<file path="config.mk">
export PLATFORM = sky130hd
export DESIGN_NAME = tx_link_watch
export DESIGN_NICKNAME = d
export VERILOG_FILES = /design/src/rtl/tlw_pkg.sv /design/src/rtl/tlw_slot_timer.sv /design/src/rtl/tlw_carrier_judge.sv /design/src/rtl/tlw_ctrl.sv /design/src/rtl/tx_link_watch.sv
export SDC_FILE = /design/constraint.sdc
export NUM_CORES = 1
export LEC_CHECK = 0
export CAP_MARGIN = 20
export CORE_MARGIN = 4
export CORE_UTILIZATION = 35
export CTS_CLUSTER_SIZE = 25
export DETAILED_ROUTE_END_ITERATION = 8
export PLACE_DENSITY = 0.58
export SETUP_SLACK_MARGIN = 0.05
export SLEW_MARGIN = 10
export SYNTH_ARGS = -nofsm -noshare
export SYNTH_HDL_FRONTEND = slang
export SYNTH_SLANG_ARGS = --single-unit
</file>
<file path="constraint.sdc">
create_clock -name clk -period 2.5 [get_ports clk]
set_clock_uncertainty 0.05 [all_clocks]
set_input_delay 0.5 -clock clk [delete_from_list [all_inputs] [get_ports clk]]
set_output_delay 0.5 -clock clk [all_outputs]
set_load 0.1 [all_outputs]
</file>
<file path="src/rtl/tlw_pkg.sv">
package tlw_pkg;

    typedef enum logic [1:0] {
        MODE_LOOP  = 2'd0,
        MODE_GPSER = 2'd1,
        MODE_TP    = 2'd2,
        MODE_SPARE = 2'd3
    } port_mode_e;

    typedef enum logic [1:0] {
        ST_IDLE   = 2'd0,
        ST_SEND   = 2'd1,
        ST_REPORT = 2'd2
    } tx_state_e;

endpackage

</file>
<file path="src/rtl/tlw_slot_timer.sv">
module tlw_slot_timer #(
    parameter int SLOT_BITS = 512
) (
    input  logic clk,
    input  logic rst_n,
    input  logic clear,
    input  logic run,
    input  logic tick,
    output logic late
);
    localparam int CW = $clog2(SLOT_BITS + 2);
    localparam logic [CW-1:0] LIMIT = CW'(SLOT_BITS + 1);
    localparam logic [CW-1:0] EDGE  = CW'(SLOT_BITS);

    logic [CW-1:0] cnt;

    always_ff @(posedge clk or negedge rst_n) begin
        if (!rst_n) begin
            cnt <= '0;
        end else if (clear) begin
            cnt <= '0;
        end else if (run && tick && cnt != LIMIT) begin
            cnt <= cnt + 1'b1;
        end
    end

    assign late = (cnt > EDGE);
endmodule

</file>
<file path="src/rtl/tlw_carrier_judge.sv">
module tlw_carrier_judge
    import tlw_pkg::*;
(
    input  logic       clk,
    input  logic       rst_n,
    input  logic       start,
    input  logic       watch,
    input  logic       last,
    input  logic       carrier,
    input  logic       link_fail,
    input  port_mode_e mode,
    output logic       lcar_fail
);
    logic seen_pre;
    logic seen_any;
    logic dropped;
    logic lf_any;

    always_ff @(posedge clk or negedge rst_n) begin
        if (!rst_n) begin
            seen_pre <= 1'b0;
            seen_any <= 1'b0;
            dropped  <= 1'b0;
            lf_any   <= 1'b0;
        end else if (start) begin
            seen_pre <= 1'b0;
            seen_any <= 1'b0;
            dropped  <= 1'b0;
            lf_any   <= 1'b0;
        end else if (watch) begin
            if (carrier) seen_any <= 1'b1;
            if (link_fail) lf_any <= 1'b1;
            if (!last) begin
                if (carrier) seen_pre <= 1'b1;
                else if (seen_pre) dropped <= 1'b1;
            end
        end
    end

    always_comb begin
        unique case (mode)
            MODE_GPSER: lcar_fail = !seen_any;
            MODE_TP:    lcar_fail = lf_any;
            default:    lcar_fail = !seen_pre || dropped;
        endcase
    end
endmodule

</file>
<file path="src/rtl/tlw_ctrl.sv">
module tlw_ctrl
    import tlw_pkg::*;
(
    input  logic clk,
    input  logic rst_n,
    input  logic tx_start,
    input  logic tx_en,
    input  logic tx_end,
    input  logic collision,
    input  logic late,
    input  logic lcar_fail,
    input  logic flag_clear,
    output logic start_acc,
    output logic watch,
    output logic running,
    output logic lcar_flag,
    output logic lcol_flag,
    output logic abort_req,
    output logic no_retry,
    output logic normal_coll,
    output logic frame_done
);
    tx_state_e state, state_nx;
    logic aborted;
    logic coll_hit;
    logic set_lcol;
    logic set_lcar;

    assign start_acc = (state == ST_IDLE) && tx_start;
    assign running   = (state == ST_SEND);
    assign watch     = running && tx_en;
    assign coll_hit  = watch && collision;
    assign set_lcol  = (state == ST_REPORT) && aborted;
    assign set_lcar  = (state == ST_REPORT) && !aborted && lcar_fail;

    always_comb begin
        state_nx = state;
        unique case (state)
            ST_IDLE:   if (tx_start) state_nx = ST_SEND;                 // T_START
            ST_SEND: begin
                if (coll_hit && late)  state_nx = ST_REPORT;             // T_LATE
                else if (coll_hit)     state_nx = ST_IDLE;               // T_COLL
                else if (tx_end)       state_nx = ST_REPORT;             // T_END
            end
            ST_REPORT: state_nx = ST_IDLE;                               // T_DONE
            default:   state_nx = ST_IDLE;
        endcase
    end

    always_ff @(posedge clk or negedge rst_n) begin
        if (!rst_n) state <= ST_IDLE;
        else        state <= state_nx;
    end

    always_ff @(posedge clk or negedge rst_n) begin
        if (!rst_n) begin
            lcar_flag   <= 1'b0;
            lcol_flag   <= 1'b0;
            abort_req   <= 1'b0;
            no_retry    <= 1'b0;
            normal_coll <= 1'b0;
            frame_done  <= 1'b0;
            aborted     <= 1'b0;
        end else begin
            normal_coll <= coll_hit && !late;
            abort_req   <= coll_hit && late;
            frame_done  <= (state == ST_REPORT);
            if (coll_hit && late) aborted <= 1'b1;
            else if (start_acc)   aborted <= 1'b0;
            if (set_lcol || set_lcar) begin
                lcol_flag <= lcol_flag || set_lcol;
                lcar_flag <= lcar_flag || set_lcar;
                no_retry  <= 1'b1;
            end else if (flag_clear || start_acc) begin
                lcol_flag <= 1'b0;
                lcar_flag <= 1'b0;
                no_retry  <= 1'b0;
            end
        end
    end
endmodule

</file>
<file path="src/rtl/tx_link_watch.sv">
module tx_link_watch
    import tlw_pkg::*;
#(
    parameter int SLOT_BITS = 512
) (
    input  logic       clk,
    input  logic       rst_n,
    input  logic       tx_start,
    input  logic       tx_en,
    input  logic       tx_end,
    input  logic       carrier_in,
    input  logic       collision_in,
    input  logic [1:0] port_mode,
    input  logic       link_fail,
    input  logic       bit_tick,
    input  logic       flag_clear,
    output logic       lcar_flag,
    output logic       lcol_flag,
    output logic       abort_req,
    output logic       no_retry,
    output logic       normal_coll,
    output logic       frame_done
);
    logic start_acc;
    logic watch;
    logic running;
    logic late;
    logic lcar_fail;

    tlw_slot_timer #(.SLOT_BITS(SLOT_BITS)) u_timer (
        .clk   (clk),
        .rst_n (rst_n),
        .clear (start_acc),
        .run   (running),
        .tick  (bit_tick),
        .late  (late)
    );

    tlw_carrier_judge u_judge (
        .clk       (clk),
        .rst_n     (rst_n),
        .start     (start_acc),
        .watch     (watch),
        .last      (tx_end),
        .carrier   (carrier_in),
        .link_fail (link_fail),
        .mode      (port_mode_e'(port_mode)),
        .lcar_fail (lcar_fail)
    );

    tlw_ctrl u_ctrl (
        .clk         (clk),
        .rst_n       (rst_n),
        .tx_start    (tx_start),
        .tx_en       (tx_en),
        .tx_end      (tx_end),
        .collision   (collision_in),
        .late        (late),
        .lcar_fail   (lcar_fail),
        .flag_clear  (flag_clear),
        .start_acc   (start_acc),
        .watch       (watch),
        .running     (running),
        .lcar_flag   (lcar_flag),
        .lcol_flag   (lcol_flag),
        .abort_req   (abort_req),
        .no_retry    (no_retry),
        .normal_coll (normal_coll),
        .frame_done  (frame_done)
    );
endmodule

</file>
# Yosys cells after proc, flatten, opt, wreduce, memory -nomap -nowiden
# Index checks and enable logic that the tools add are counted.
# classes
n_eq_ne	9
n_mul	0
n_mux	28
bitwise_logic	0
reduce_logical	32
shifts	0
addsub	1
n_div	0
n_lt_le_gt_ge	1
# ops
operator	count
two-way mux 1 bit	20
two-way mux 10 bit	2
nonzero test 2 bit	7
adder 10 x 1 -> 10 bit, second input constant	1
greater-than comparator 10 bit, second input constant	1
logical AND 1 bit	10
inequality test 10 bit, second input constant	1
two-way mux 2 bit	4
AND reduction 2 bit	3
logical OR 1 bit	5
== test 2 x 1 -> 1 bit, second input constant	2
== test 2 bit, second input constant	2
logical NOT 1 bit	4
inequality test 2 x 1 -> 1 bit, second input constant	2
inequality test 4 bit, second input constant	1
one-hot mux 2 bit (2 select lines)	1
AND reduction 4 bit	1
AND reduction 3 bit	1
logical NOT 2 bit	1
inequality test 2 bit, second input constant	1
one-hot mux 1 bit (2 select lines)	1
# totals
elab_cells	84
regBits	23
rom_bits	0
n_memories	0
mem_bits_rw	0
latch_bits	0

# Longest topological paths before layout
# depth
word_depth	6
mapped_depth	6
ltp_nobuf	6

# Hierarchy
# A second synthesis with hierarchy kept.
# unflattened
cells_unflattened	128
area_unflattened_um2	1253.7
# by_module_without_submodules
module	seq_area_each_um2	cells_per_inst	instances	area_per_inst_um2
tlw_slot_timer	250.2	71	1	654.4
tlw_ctrl	225.2	34	1	384.1
tlw_carrier_judge	100.1	23	1	215.2

# Worst setup path before layout
# Ideal clock, no wire load.
# synth_timing
path_type	in2reg
from	input port_mode[0]
to	register u_ctrl.lcol_flag
path_buffers	0
path_slack_ps	890
required_ps	2367
t_arrival_ps	1478
stages	6
cell_sequence	inv_1 -> ha_1 -> and3b_1 -> nor4_1 -> a21oi_1 -> o21ai_0
# synth_between
elab_chain_cells	5
elab_cells_between_ends	7
cone_classes	eq/ne (2); mux (2); reduce/logical (3)
# synth_lines
element	line_no	rtl
start: declaration	tx_link_watch.sv:13	input logic [1:0] port_mode,
== test 2 bit / == test 2 x 1 -> 1 bit (equally long branches)	tlw_carrier_judge.sv:41	unique case (mode)
one-hot mux 1 bit (2 select lines) *	tlw_carrier_judge.sv:41	
logical AND 1 bit *	tlw_ctrl.sv:34	assign set_lcar = (state == ST_REPORT) && !aborted && lcar_fail;
logical OR 1 bit *	tlw_ctrl.sv:70	if (set_lcol || set_lcar) begin
two-way mux 1 bit / nonzero test 2 bit (equally long branches)	-	
end signal: assignment	tlw_ctrl.sv:71	lcol_flag <= lcol_flag || set_lcol;
end: declaration	tlw_ctrl.sv:17	output logic lcol_flag,
# Every way passes the cells marked *; elsewhere a longest branch is shown, timed or not.
# A chain may end at the register's enable or synchronous reset.

# Final worst setup path
# Ends and elaborated chain as after synthesis.

==> flow_summary.yaml <==
outcome:
  status: "finished, final reports clean"
yosys:
  yosys.area.top_type: "dfrtp_1"
  syn_avg_cell_area_sq_um: 10.0
  syn_nets: 137
  ys_seq_area_share_pct: 47.9
  synth_top_area_share_pct: 47.9
  yosysMostFrequentCell: "dfrtp_1"
  async_flop_share_pct: 100
  synth_edf_count: 0
  yosys_most_used_dff: "dfrtp_1"
  ys_top_cells_by_count: "23 x dfrtp_1, 13 x nor2_1, 11 x inv_1"
  synth_area_leaders: "dfrtp_1 48%, ha_1 5.2%, nor2_1 4.1%"
  synth_seq_cells: 23
  synth-warning-count: 0
  synth_cell_types: 35
  syn_inst: 120
  synth_area_sq_um: 1200
clock_network:
  cts_sinks: 23
  cts_tree: "done"
  clock-root-buffer: "clkbuf_4"
  holdBufCountCts: 0
  clkLatencyLatePin_ps: 320
  path_clk_slew_ps: 140
  cts_inserted_buffers: 3
  cts-resized-gates: 0
  h-tree-depth: 1
  cts_setup_buffers: 0
  ctsLongestPathBuffers: 2
detailed_routing:
  ant_nets: 0
  dr.pass1.iters: 4
  via_per_inst: 4.87
  finalWirelength_mm: 2.44
  via_count: 906
  drc: 0
  wl_per_cell_um: 13.1
  dr.first_iter.drc_count: 51
flow_run:
  cap_viol_max_count: 0
power:
  finalPower_uw: 873
  p_per_area_nw_per_um2: 604
  power_frac_seq_pct: 53.1
  power.share.clock_pct: 20.2
  swShare_pct: 36.0
  comb_power_share_pct: 26.7
  power.internal_uw: 558
  p_leak_nw: 0.675
  ir_worst_vdd_v: 0.000232
  p_sw_uw: 314
sta:
  finalSetupTns_ps: 0
  tightestPinTransition_ps: 536
  max_freq_ghz: 0.504
  hold_viol: 0
  setup_slack_ps: 515
  slew_violations: 0
  fin_crit_sh_pct: 79.4
  fin_hold_ws_ps: 460
  rsz0062_at_grt: "no"
  relSlewSlack_pct: 63.9
  min_period_ps: 1990
  final-setup-viol-count: 0
grt:
  grt_pass1_vias: 888
  antenna_found_initial: 0
  grt_max_degree: 24
  grt_overflow: 0
  grt_util_all_layers_pct: 12.9
  grt_pass1_wl_mm: 4.25
placed_design:
  dp_cells: 182
  dp_slack_ps: 218
  portBuffers: 17
  dp_hpwl_mm: 1.85
  gp_congestion: 0.836
floorplan:
  io_pins: 18
  die_x_um: 66.6
  start_util_pct: 36.0
  rows: 21
  die_area_sq_um: 4430
  die_h_um: 66.6
  fp.coreArea_sq_um: 3340
critical_path:
  path_depth: 7
  crit_required_ps: 2690
  crit_path_cell_trace: "clkdlybuf4s50_1, inv_1, ha_1, and3b_1, nor4_1, a21oi_1, o21ai_0"
  critPathKind: "input port to flip-flop"
  worstPathArrival_ps: 2180
  cp_slowest_cell: "clkdlybuf4s50_1"
  path_buf_inv: 2
  cp-start-kind: "input port"
  r2r_slack_ps: 920
  reg2reg_depth: 5
  path_max_fanout: 3
  worstReg2RegStart: "u_timer.cnt[1]"
  path_delay_family: "simple AND/OR/NAND/NOR gates"
  cpPeakStageDelay_ps: 480
  r2r_end: "u_timer.cnt[6]"
  cp-end-kind: "flip-flop"
cells_and_area:
  diodes: 0
  num-fill-cells: 339
  final_cells: 186
  drive_above_1_share_pct: 14.3
  fin_nets: 158
  syn_to_final_growth_pct: 20.2
hold_path:
  hold_path_class: "input port to asynchronous set/reset pin"
[cell families after synthesis]
| family | synth area share [%] |
|---|---|
| adders and majority gates | 5.21 |
| and+or+nand+nor | 23.6 |
| AOI/OAI and AO/OA | 15.1 |
| buffers and inverters | 5.10 |
| xor gates and xnor gates | 2.19 |
| muxes | 0.833 |
| DFF | 47.9 |
[cell usage in the layout (no fill, tap or decap), types with 3 or more instances in the layout]
cell,n
a21oi_1,5
a31oi_1,4
buf_4,9
clkbuf_4,3
clkdlybuf4s50_1,11
dfrtp_1,23
ha_1,5
inv_1,11
nand2_1,9
nand3_1,8
nand4_1,3
nor2_1,13
nor3_1,3
o21ai_0,4
[worst max-delay path by stage]
stage / startpoint / endpoint / slack [ps]
6_report: port_mode[0] / u_ctrl.lcol_flag / 510
5_1_grt: port_mode[0] / u_ctrl.lcol_flag / 370
4_1_cts: port_mode[0] / u_ctrl.lcol_flag / 560
3_5_place_dp: port_mode[0] / u_ctrl.lcol_flag / 220
3_3_place_gp: port_mode[0] / u_ctrl.lcol_flag / 320
2_1_floorplan: port_mode[0] / u_ctrl.lcol_flag / 890
[sequential cells by signal (all words and copies together), names as in the netlist]
| signal | cells |
|---|---|
| u_ctrl.lcol_flag | 1 |
| u_ctrl.abort_req | 1 |
| u_ctrl.no_retry | 1 |
| u_judge.dropped | 1 |
| u_ctrl.lcar_flag | 1 |
| u_ctrl.frame_done | 1 |
| u_timer.cnt | 10 |
| u_ctrl.normal_coll | 1 |
| u_ctrl.state | 2 |
| u_judge.seen_any | 1 |
| u_judge.lf_any | 1 |
| u_judge.seen_pre | 1 |
| u_ctrl.aborted | 1 |
[area by class of cell]
type                            instances  area [sq um]  share of cell area [%]
Clock inverter                          1          5.00                   0.347
Timing Repair Buffer                   20           178                    12.3
Clock buffer                            3          22.5                    1.56
Tap cell                               46          57.6                    3.99
Sequential cell                        23           576                    39.9
Inverter                               11          41.3                    2.86
Multi-Input combinational cell         82           564                    39.1
[per-layer routing]
| layer | vias up | share of wire [%] | wire length [um] | GRT usage, % |
|---|---|---|---|---|
| li1 | 460 | - | - | - |
| met1 | 425 | 48 | 1160 | 17.2 |
| met2 | 19 | 47 | 1150 | 19.2 |
| met3 | 2 | 4.1 | 99 | 3.71 |
| met4 | 0 | 0.86 | 21 | 6.09 |
| met5 | - | 0 | 0 | 0 |
[through the flow]
step	instance area, sq um	util, %
CTS	1440	43.3
floorplan	1200	-
detailed placement	1420	42.4
global placement	1420	42.4
global route	1440	43.3
finish	1440	43.3
[power by group through the flow]
stage,Combinational (mW),Sequential (mW),Clock (mW)
finish,0.233,0.463,0.176
global placement,0.228,0.468,0
CTS,0.237,0.462,0.185
floorplan,0.135,0.490,0
global route,0.257,0.471,0.204
detailed placement,0.236,0.469,0
Note: power is estimated with default switching activity, not from simulation.
